## src/rtl/agu_pkg.sv

```systemverilog
package agu_pkg;
  localparam logic [1:0] PSEL_X = 2'd0;
  localparam logic [1:0] PSEL_Y = 2'd1;
  localparam logic [1:0] PSEL_Z = 2'd2;

  localparam logic [2:0] AM_PLAIN   = 3'd0;
  localparam logic [2:0] AM_POSTINC = 3'd1;
  localparam logic [2:0] AM_PREDEC  = 3'd2;
  localparam logic [2:0] AM_DISP    = 3'd3;
  localparam logic [2:0] AM_DIRECT  = 3'd4;

  typedef enum logic [1:0] {
    RGN_REG  = 2'd0,
    RGN_IO   = 2'd1,
    RGN_SRAM = 2'd2,
    RGN_NONE = 2'd3
  } region_e;
endpackage

```

## src/rtl/agu_ptr_mux.sv

```systemverilog
module agu_ptr_mux #(
  parameter int AW   = 16,
  parameter int NREG = 32
) (
  input  logic [1:0]              sel,
  input  logic [AW-1:0]           x_ptr,
  input  logic [AW-1:0]           y_ptr,
  input  logic [AW-1:0]           z_ptr,
  output logic [AW-1:0]           ptr,
  output logic [$clog2(NREG)-1:0] lo_idx,
  output logic                    sel_ok
);
  localparam int NPTR     = 3;
  localparam int IDXW     = $clog2(NREG);
  localparam int FIRST_LO = NREG - 2 * NPTR;

  logic [IDXW-1:0] idx_tab [NPTR];

  generate
    for (genvar g = 0; g < NPTR; g++) begin : g_idx
      assign idx_tab[g] = IDXW'(FIRST_LO + 2 * g);
    end
  endgenerate

  always_comb begin
    sel_ok = 1'b1;
    ptr    = '0;
    lo_idx = '0;
    case (sel)
      agu_pkg::PSEL_X: begin ptr = x_ptr; lo_idx = idx_tab[0]; end
      agu_pkg::PSEL_Y: begin ptr = y_ptr; lo_idx = idx_tab[1]; end
      agu_pkg::PSEL_Z: begin ptr = z_ptr; lo_idx = idx_tab[2]; end
      default:         sel_ok = 1'b0;
    endcase
  end
endmodule

```

## src/rtl/agu_calc.sv

```systemverilog
module agu_calc #(
  parameter int AW = 16,
  parameter int DW = 6
) (
  input  logic [2:0]    mode,
  input  logic [1:0]    sel,
  input  logic          sel_ok,
  input  logic [AW-1:0] ptr,
  input  logic [DW-1:0] disp,
  input  logic [AW-1:0] direct_addr,
  output logic [AW-1:0] addr,
  output logic          wb_need,
  output logic [AW-1:0] wb_val,
  output logic          legal
);
  import agu_pkg::*;

  logic [AW-1:0] ptr_inc;
  logic [AW-1:0] ptr_dec;
  logic [AW-1:0] ptr_off;

  assign ptr_inc = ptr + AW'(1);
  assign ptr_dec = ptr - AW'(1);
  assign ptr_off = ptr + AW'(disp);

  always_comb begin
    addr    = '0;
    wb_need = 1'b0;
    wb_val  = ptr;
    legal   = sel_ok;
    case (mode)
      AM_PLAIN:   addr = ptr;
      AM_POSTINC: begin addr = ptr;     wb_val = ptr_inc; wb_need = 1'b1; end
      AM_PREDEC:  begin addr = ptr_dec; wb_val = ptr_dec; wb_need = 1'b1; end
      AM_DISP:    begin addr = ptr_off; legal = sel_ok && (sel != PSEL_X); end
      AM_DIRECT:  begin addr = direct_addr; legal = 1'b1; end
      default:    legal = 1'b0;
    endcase
    if (!legal) begin
      addr    = '0;
      wb_need = 1'b0;
    end
  end
endmodule

```

## src/rtl/agu_region.sv

```systemverilog
module agu_region #(
  parameter int AW         = 16,
  parameter int NREG       = 32,
  parameter int NIO        = 64,
  parameter int SRAM_BYTES = 256
) (
  input  logic [AW-1:0]          addr,
  output agu_pkg::region_e       region,
  output logic [$clog2(NIO)-1:0] io_idx,
  output logic                   oor
);
  localparam int IOW = $clog2(NIO);
  localparam logic [AW-1:0] IO_LO   = AW'(NREG);
  localparam logic [AW-1:0] SRAM_LO = AW'(NREG + NIO);
  localparam logic [AW-1:0] SRAM_HI = AW'(NREG + NIO + SRAM_BYTES - 1);

  always_comb begin
    io_idx = '0;
    oor    = 1'b0;
    if (addr < IO_LO) begin
      region = agu_pkg::RGN_REG;
    end else if (addr < SRAM_LO) begin
      region = agu_pkg::RGN_IO;
      io_idx = IOW'(addr - IO_LO);
    end else if (addr <= SRAM_HI) begin
      region = agu_pkg::RGN_SRAM;
    end else begin
      region = agu_pkg::RGN_NONE;
      oor    = 1'b1;
    end
  end
endmodule

```

## src/rtl/ind_addr_gen.sv

```systemverilog
module ind_addr_gen #(
  parameter int AW         = 16,
  parameter int DW         = 6,
  parameter int NREG       = 32,
  parameter int NIO        = 64,
  parameter int SRAM_BYTES = 256
) (
  input  logic                    clk,
  input  logic                    rst_n,
  input  logic                    start,
  input  logic [1:0]              ptr_sel,
  input  logic [2:0]              mode,
  input  logic [DW-1:0]           disp,
  input  logic [AW-1:0]           direct_addr,
  input  logic                    is_store,
  input  logic [AW-1:0]           x_ptr,
  input  logic [AW-1:0]           y_ptr,
  input  logic [AW-1:0]           z_ptr,
  output logic                    acc_vld,
  output logic [AW-1:0]           eff_addr,
  output logic [1:0]              region,
  output logic [$clog2(NIO)-1:0]  io_idx,
  output logic                    out_of_range,
  output logic                    illegal,
  output logic                    wr_en,
  output logic                    wb_en,
  output logic [$clog2(NREG)-1:0] wb_idx,
  output logic [AW-1:0]           wb_val
);
  localparam int IOW  = $clog2(NIO);
  localparam int IDXW = $clog2(NREG);

  // reset: asserted at once, released on a clock edge
  logic [1:0] rst_pipe;
  logic       rst_sync_n;

  always_ff @(posedge clk or negedge rst_n) begin
    if (!rst_n) rst_pipe <= 2'b00;
    else        rst_pipe <= {rst_pipe[0], 1'b1};
  end
  assign rst_sync_n = rst_pipe[1];

  // combinational address path
  logic [AW-1:0]     sel_ptr;
  logic [IDXW-1:0]   sel_lo_idx;
  logic              sel_ok;
  logic [AW-1:0]     calc_addr;
  logic              calc_wb_need;
  logic [AW-1:0]     calc_wb_val;
  logic              calc_legal;
  agu_pkg::region_e  dec_region;
  logic [IOW-1:0]    dec_io_idx;
  logic              dec_oor;

  agu_ptr_mux #(.AW(AW), .NREG(NREG)) u_ptr_mux (
    .sel    (ptr_sel),
    .x_ptr  (x_ptr),
    .y_ptr  (y_ptr),
    .z_ptr  (z_ptr),
    .ptr    (sel_ptr),
    .lo_idx (sel_lo_idx),
    .sel_ok (sel_ok)
  );

  agu_calc #(.AW(AW), .DW(DW)) u_calc (
    .mode        (mode),
    .sel         (ptr_sel),
    .sel_ok      (sel_ok),
    .ptr         (sel_ptr),
    .disp        (disp),
    .direct_addr (direct_addr),
    .addr        (calc_addr),
    .wb_need     (calc_wb_need),
    .wb_val      (calc_wb_val),
    .legal       (calc_legal)
  );

  agu_region #(.AW(AW), .NREG(NREG), .NIO(NIO), .SRAM_BYTES(SRAM_BYTES)) u_region (
    .addr   (calc_addr),
    .region (dec_region),
    .io_idx (dec_io_idx),
    .oor    (dec_oor)
  );

  // result register: next state
  logic            cap_en;
  logic            vld_q,  vld_d;
  logic [AW-1:0]   addr_q, addr_d;
  logic [1:0]      rgn_q,  rgn_d;
  logic [IOW-1:0]  io_q,   io_d;
  logic            oor_q,  oor_d;
  logic            ill_q,  ill_d;
  logic            wr_q,   wr_d;
  logic            wb_q,   wb_d;
  logic [IDXW-1:0] wbi_q,  wbi_d;
  logic [AW-1:0]   wbv_q,  wbv_d;

  assign cap_en = start && !vld_q;

  always_comb begin
    vld_d  = cap_en;
    wr_d   = 1'b0;
    wb_d   = 1'b0;
    addr_d = addr_q;
    rgn_d  = rgn_q;
    io_d   = io_q;
    oor_d  = oor_q;
    ill_d  = ill_q;
    wbi_d  = wbi_q;
    wbv_d  = wbv_q;
    if (cap_en) begin
      ill_d  = !calc_legal;
      addr_d = calc_addr;
      wb_d   = calc_wb_need;
      wbi_d  = calc_wb_need ? sel_lo_idx : '0;
      wbv_d  = calc_wb_val;
      if (calc_legal) begin
        rgn_d = dec_region;
        io_d  = dec_io_idx;
        oor_d = dec_oor;
        wr_d  = is_store && !dec_oor;
      end else begin
        rgn_d = agu_pkg::RGN_NONE;
        io_d  = '0;
        oor_d = 1'b0;
      end
    end
  end

  // result register: state
  always_ff @(posedge clk or negedge rst_sync_n) begin
    if (!rst_sync_n) begin
      vld_q  <= 1'b0;
      addr_q <= '0;
      rgn_q  <= 2'd0;
      io_q   <= '0;
      oor_q  <= 1'b0;
      ill_q  <= 1'b0;
      wr_q   <= 1'b0;
      wb_q   <= 1'b0;
      wbi_q  <= '0;
      wbv_q  <= '0;
    end else begin
      vld_q  <= vld_d;
      addr_q <= addr_d;
      rgn_q  <= rgn_d;
      io_q   <= io_d;
      oor_q  <= oor_d;
      ill_q  <= ill_d;
      wr_q   <= wr_d;
      wb_q   <= wb_d;
      wbi_q  <= wbi_d;
      wbv_q  <= wbv_d;
    end
  end

  assign acc_vld      = vld_q;
  assign eff_addr     = addr_q;
  assign region       = rgn_q;
  assign io_idx       = io_q;
  assign out_of_range = oor_q;
  assign illegal      = ill_q;
  assign wr_en        = wr_q;
  assign wb_en        = wb_q;
  assign wb_idx       = wbi_q;
  assign wb_val       = wbv_q;
endmodule

```

## config.mk

```make
export PLATFORM = sky130hd
export DESIGN_NAME = ind_addr_gen
export DESIGN_NICKNAME = d
export VERILOG_FILES = /design/src/rtl/agu_pkg.sv /design/src/rtl/agu_ptr_mux.sv /design/src/rtl/agu_calc.sv /design/src/rtl/agu_region.sv /design/src/rtl/ind_addr_gen.sv
export SDC_FILE = /design/constraint.sdc
export NUM_CORES = 1
export LEC_CHECK = 0
export ABC_CLOCK_PERIOD_IN_PS = 3400
export BUFFER_PORTS_ARGS = -buffer_cell sky130_fd_sc_hd__buf_2
export CAP_MARGIN = 20
export CORE_AREA = 2 2 99 101
export CTS_CLUSTER_DIAMETER = 120
export DETAILED_ROUTE_END_ITERATION = 6
export DIE_AREA = 0 0 101 103
export PLACE_DENSITY = 0.8
export SLEW_MARGIN = 30
export SYNTH_ARGS = -nofsm -noshare
export SYNTH_HDL_FRONTEND = slang
export SYNTH_SLANG_ARGS = --single-unit
```

## constraint.sdc

```tcl
create_clock -name clk -period 3.4 [get_ports clk]
set_input_delay 0.34 -clock clk [delete_from_list [all_inputs] [get_ports clk]]
set_output_delay 0.34 -clock clk [all_outputs]
set_load 0.02 [all_outputs]
```

# After elaboration in Yosys (flattened, before gate mapping)

Index checks and enable logic that the tools add are counted.

Flip-flop bits (word level): 52
Input bits: 79
Output and inout port bits: 50
Logic and storage cells: 61

Add/sub/neg operators: 4
Order comparisons: 3
Equal/unequal tests: 6
Muxes and demuxes: 24
Reduce and logical (&&, ||, !) cells: 13

Operators by type and width:

| cell                                                                   | count |
|---|---|
| 16-bit case mux with 4 select lines                                    | 1 |
| 16-bit case mux with 3 select lines                                    | 1 |
| 16-bit case mux with 2 select lines                                    | 1 |
| 6-bit two-way mux                                                      | 3 |
| 16-bit by 1-bit adder with 16-bit output, second input constant        | 1 |
| 16-bit by 6-bit adder with 16-bit output                               | 1 |
| 16-bit by 9-bit <= comparator with 1-bit output, second input constant | 1 |
| 16-bit by 6-bit < comparator with 1-bit output, second input constant  | 1 |
| 16-bit by 7-bit < comparator with 1-bit output, second input constant  | 1 |
| 16-bit two-way mux                                                     | 1 |
| 16-bit by 1-bit subtractor with 16-bit output, second input constant   | 1 |
| 5-bit case mux with 3 select lines                                     | 1 |
| 1-bit two-way mux                                                      | 11 |
| 3-bit by 2-bit equality test with 1-bit output, second input constant  | 2 |
| 2-bit two-way mux                                                      | 3 |
| 3-bit OR reduction                                                     | 2 |
| 6-bit subtractor, second input constant                                | 1 |
| 5-bit two-way mux                                                      | 1 |
| 2-bit OR reduction                                                     | 2 |
| 3-bit by 1-bit equality test with 1-bit output, second input constant  | 1 |
| 3-bit equality test, second input constant                             | 1 |
| 1-bit logical AND                                                      | 3 |
| 1-bit logical NOT                                                      | 3 |
| 3-bit logical NOT                                                      | 1 |
| 5 further kinds                                                        | 5 |

# Depth between registers and ports, before layout

Word-level depth: 14
Mapped depth: 20
Depth with buffers taken out: 17

# Hierarchy

A second synthesis with hierarchy kept.

Cell total of the unflattened synthesis: 500
Area, all modules: 4,474.3 µm²

By module, submodules not included:

| module       | instances | cells an instance | area each (µm²) | seq. area each (µm²) |
|---|---|---|---|---|
| ind_addr_gen | 1         | 137               | 2,149.6         | 1,301.2 |
| agu_calc     | 1         | 294               | 1,829.3         | 0.0 |
| agu_ptr_mux  | 1         | 52                | 366.6           | 0.0 |
| agu_region   | 1         | 17                | 128.9           | 0.0 |

# Least setup slack after synthesis

No wires, ideal clock.

Kind: input -> register
From: input port ptr_sel[0]
To: register rgn_q[0] (netlist: region[0])
Setup time: 0.154 ns
Arrival time: 4.487 ns
Data required time: 3.246 ns
Slack: -1.241 ns
Stages: 17
Path buffers: 5
Cells stage by stage: ha_1 -> clkbuf_1 -> clkbuf_1 -> buf_1 -> clkbuf_1 -> buf_1 -> nor2_1 -> ha_1 -> a211oi_1 -> o21bai_1 -> o31ai_1 -> nor3_1 -> xor2_1 -> a221o_1 -> nand2b_1 -> nor4_4 -> a41oi_1

Word-level cells in the longest chain between the ends: 11
Elaborated cells between the ends (all ways): 20
Those cells by class: add/sub: 2; order compare: 3; eq/ne: 2; mux: 9; reduce/logical: 4

Ends and longest elaborated chain:

| item                                                                                              | RTL line            | text |
|---|---|---|
| start, declared                                                                                   | ind_addr_gen.sv:11  | `input logic [1:0] ptr_sel,` |
| parallel branches: the longest is 10 deep, another holds 16-bit by 6-bit adder with 16-bit output | --                  |  |
| 2-bit two-way mux *                                                                               | ind_addr_gen.sv:117 | `if (calc_legal) begin` |
| end signal, assigned                                                                              | ind_addr_gen.sv:146 | `rgn_q <= rgn_d;` |
| end, declared                                                                                     | ind_addr_gen.sv:89  | `logic [1:0] rgn_q, rgn_d;` |

Every way passes the cells marked *.
A chain may end at the register's enable or synchronous reset.

# Worst setup path after layout

From: input port ptr_sel[0]
To: register io_q[3] (netlist: io_idx[3])

Word-level cells in the longest chain between the ends: 10
Elaborated cells between the ends (all ways): 19
Those cells by class: add/sub: 3; order compare: 2; eq/ne: 2; mux: 8; reduce/logical: 4

Ends and longest elaborated chain:

| item                                                                                             | RTL line            | text |
|---|---|---|
| parallel branches: the longest is 9 deep, another holds 16-bit by 6-bit adder with 16-bit output | --                  |  |
| 6-bit two-way mux *                                                                              | ind_addr_gen.sv:117 |  |
| end signal, assigned                                                                             | ind_addr_gen.sv:147 | `io_q <= io_d;` |
| end, declared                                                                                    | ind_addr_gen.sv:90  | `logic [IOW-1:0] io_q, io_d;` |

Marked as above.

==> results.md <==
* Total overflow reported by the global router at 0
* Met1 demand-to-capacity share in global routing at 37.1%
* Post-detailed-route DRC marker count at 0
* Clock input transition at the sequential cells of the worst setup and hold paths at 100 ps
* Global Route Usage Sum at 28.7%
* Final hold slack at 297 ps
* Buffers and inverters on the worst path at 6
* Die Span Y at 103 um
* Number of sinks handled by clock tree synthesis at 50
* Wire length per cell at 18.4 um
* Combinational Power Share at 44.4%
* Cell-by-cell listing of the critical path: buf_8 -> inv_6 -> ha_4 -> buf_6 -> a222oi_1 -> or2_4 -> inv_4 -> ha_4 -> inv_2 -> fa_2 -> nand2b_4 -> a21oi_4 -> a31oi_4 -> a21oi_2 -> xor2_1 -> a221o_1 -> or2_4 -> nor4_4 -> buf_4 -> a32o_1
* First-pass GRT wire length at 23400 um
* Worst-case clock buffer depth at 2
* DRT iter0 DRCs at 466
* Mean instance size in the synthesized netlist at 8.05 um2
* Maximum net fanout on the critical path at 5
* Arrival time at the worst endpoint at 3770 ps
* Count of unique library cells instantiated by Yosys at 66
* Worst slew slack as a fraction of its limit at 54.9%
* FMAX at 285 MHz
* Total power density per cell area at 331 nW/um2
* Maximum capacitance violations at 0
* Internal power of the cells at 0.00118 W
* Via count of the first global-routing pass at 4630
* Top FF cell, synth: sky130_fd_sc_hd__dfrtp_1
* Yosys warning total at 0
* Required @ worst endpoint at 3660 ps
* Number of enable flip-flop cells after synthesis at 0
* CTS root buffer: sky130_fd_sc_hd__clkbuf_8
* Pre-antenna DRT Iters at 5
* Met2 Use GR at 48.8%
* Routability congestion estimate from global placement at 0.995
* Final worst slack at -104 ps
* Via count at 4896
* Final routed wirelength across all metal layers at 15200 um
* Placement row count at 36
* Number of antenna violations at the first check in global routing at 0
* Violations in the final reports: setup timing
* Net switching power at 0.000755 W
* Kind of critical path: input port to flip-flop
* Crit share post-route at 103%
* Final setup violation count at 10
* Area of the die at 10400 um2
* Slew Viols, Final at 0
* Number of antenna cells inserted at 0
* Final Skew at 6.80 ps
* DPL Wire Length at 11900 um
* Largest net degree at the start of global routing at 49
* Status: complete, but fails checks
* Clock share of power at 19.8%
* Crit path max-delay cell type: sky130_fd_sc_hd__fa_2
* Placement-stage worst setup slack at -771 ps
* Std-Cell Core Area at 9460 um2
* Fraction of power spent switching nets at 39.0%
* Top Usage Layer GRT: met2
* Insertion delay to the later sink of the worst-skew pair at 320 ps
* Number of vias per cell at 5.95
* CP Launch Type: input port
* Final hold violation count at 0
* Width of the die at 101 um
* Detail Route Antenna Nets at 0
* IO buf count at 127
* Hold crit path type: input port to flip-flop
* Synth Cell Area at 4110 um2
* Sequential share of the synthesized area at 30.5%
* Synth-to-layout area growth at 42.7%
* Register share of total power at 35.9%
* Net count reported at finish at 799
* Count of boundary I/O pins at 129
* Cells after synthesis at 510
* Post-Syn Nets at 601
* GR Layer Usage met3 at 4.14%
* Top delay family on crit path: compound AO/OA/AOI/OAI gates
* Most common cell after layout, fill and taps aside: sky130_fd_sc_hd__buf_2
* CTS tree: built
* RSZ-0062 raised after global routing: true
* Fraction of final layout cells with drive strength greater than 1 at 40.5%
* Clock buffers created by TritonCTS at 5
* Most frequent cells in the layout: sky130_fd_sc_hd__buf_2 (125), sky130_fd_sc_hd__buf_4 (99), sky130_fd_sc_hd__nand2_1 (51)
* IR drop worst, VDD at 0.000182 V
* Total leakage power at 2.76 nW
* Max H-tree Level at 2
* Number of register bits inferred by synthesis at 50
* Starting utilization of the core area at 43.4%
* Post-route minimum period at 3500 ps
* Delay of the slowest critical-path stage at 390 ps
* Proportion of register bits with asynchronous set or reset after synthesis at 100%
* Transition at the pin with the smallest max-transition slack at 674 ps
* Kind of end point of the critical path: flip-flop
==> sequential cells by signal, summed over array words and instances, names as in the netlist, 2 cells and up <==
signal / cells
wb_idx: 3
rst_pipe: 2
eff_addr: 16
wb_val: 16
io_idx: 6
region: 2
==> power by group through the flow <==
| stage | registers (W) | clock network, W | logic (W) |
|---|---|---|---|
| 3_3_place_gp | 0.000704 | 0 | 0.000798 |
| 2_1_floorplan | 0.000775 | 0 | 0.000414 |
| 6_report | 0.000696 | 0.000383 | 0.000860 |
| 4_1_cts | 0.000697 | 0.000387 | 0.000844 |
| 5_1_grt | 0.000706 | 0.000409 | 0.000925 |
| 3_5_place_dp | 0.000709 | 0 | 0.000814 |
==> metal layers <==
metal / vias up / part of all wire [%]
met5: - / 0
met1: 2289 / 43
met3: 36 / 7.9
met4: 0 / 2.7
met2: 262 / 47
li1: 2309 / -
==> worst paths after layout <==
kind	depth (start not counted)	to	start	slack, ps
setup / recovery	20	io_idx[3]$_DFFE_PN0P_	ptr_sel[0]	-100
hold / removal	2	wr_en$_DFF_PN0_	is_store	300
min in group asynchronous	2	rst_pipe[1]$_DFF_PN0_	rst_n	320
setup reg to reg	4	wb_val[14]$_DFFE_PN0P_	acc_vld$_DFF_PN0_	1800
hold reg to reg	0	eff_addr[5]$_DFFE_PN0P_	rst_pipe[1]$_DFF_PN0_	360
max in group asynchronous	0	eff_addr[9]$_DFFE_PN0P_	rst_pipe[1]$_DFF_PN0_	2610
==> synthesized netlist by cell type (3+ instances only) <==
cell	count	area share (%)
sky130_fd_sc_hd__nor2_1	39	3.6
sky130_fd_sc_hd__or4_1	3	0.55
sky130_fd_sc_hd__a21oi_1	32	3.9
sky130_fd_sc_hd__and2_1	6	0.91
sky130_fd_sc_hd__xor2_1	12	2.6
sky130_fd_sc_hd__o21a_1	4	0.73
sky130_fd_sc_hd__nor3b_1	4	0.73
sky130_fd_sc_hd__o211ai_1	3	0.55
sky130_fd_sc_hd__or3_1	12	1.8
sky130_fd_sc_hd__o21ai_0	42	5.1
sky130_fd_sc_hd__a221o_1	4	0.97
sky130_fd_sc_hd__nand2b_1	7	1.1
sky130_fd_sc_hd__a22oi_1	3	0.55
sky130_fd_sc_hd__buf_2	5	0.61
sky130_fd_sc_hd__clkbuf_1	29	2.6
sky130_fd_sc_hd__a32o_1	6	1.5
sky130_fd_sc_hd__nor3_1	17	2.1
sky130_fd_sc_hd__a22o_1	7	1.5
sky130_fd_sc_hd__a2bb2oi_1	3	0.64
sky130_fd_sc_hd__dfrtp_1	50	30
sky130_fd_sc_hd__mux2i_1	3	0.73
sky130_fd_sc_hd__inv_1	13	1.2
sky130_fd_sc_hd__nor4_1	6	0.91
sky130_fd_sc_hd__or2_2	10	1.5
sky130_fd_sc_hd__a222oi_1	18	4.4
sky130_fd_sc_hd__a211oi_1	7	1.3
sky130_fd_sc_hd__o22ai_1	4	0.61
sky130_fd_sc_hd__nand4_1	3	0.46
sky130_fd_sc_hd__a221oi_1	3	0.64
sky130_fd_sc_hd__o31ai_1	3	0.55
sky130_fd_sc_hd__nand3_1	12	1.5
sky130_fd_sc_hd__a41oi_1	3	0.64
sky130_fd_sc_hd__xnor2_1	15	3.2
sky130_fd_sc_hd__a31oi_1	8	1.2
sky130_fd_sc_hd__nor2b_1	3	0.46
sky130_fd_sc_hd__buf_4	3	0.55
sky130_fd_sc_hd__ha_1	11	3.4
sky130_fd_sc_hd__nand2_1	51	4.7
sky130_fd_sc_hd__a21o_1	7	1.3
==> per-stage QoR <==
step / setup TNS (ps) / util [%] / power [W] / std cells / instance area [um2]
3_5_place_dp: -9770 / 59.3 / 0.00152 / 806 / 5610
5_1_grt: -2020 / 62.0 / 0.00204 / 823 / 5860
4_1_cts: -852 / 61.6 / 0.00193 / 821 / 5820
6_report: -825 / 62.0 / 0.00194 / 823 / 5860
2_1_floorplan: -3650 / - / 0.00119 / 510 / 4370
3_3_place_gp: -6600 / 59.3 / 0.00150 / 806 / 5610
==> area by class of cell <==
type | count | area (um2)
flip-flops and latches | 50 | 1250
well taps | 114 | 143
repair buffers | 231 | 1450
multi-input cells | 406 | 2850
inverters | 14 | 67.6
clock buffers | 5 | 68.8
clock inverters | 3 | 28.8
fillers | 836 | 3600
==> kinds of logic (layout without fill, tap and decap cells) <==
family	after synthesis	count (layout)	share of synthesized area, %
other cells	2	2	0.183
fa+ha+maj	13	13	4.08
buf+inv	54	253	5.54
flops	50	50	30.5
compound gates	171	171	29.0
simple gates	188	188	23.7
mux	5	5	1.28
xor+xnor	27	27	5.76
==> what timing repair did <==
action | 4_1_cts | 5_1_grt
resized for setup | 16 | 5
pin swaps | 5 | 6
endpoints found under the hold margin | 2 | 0
hold buffers | 1 | 0
setup buffers | 5 | 2
cloned | 1 | 0
endpoints found under the setup margin | 12 | 10
Note: power is estimated with default switching activity, not from simulation.
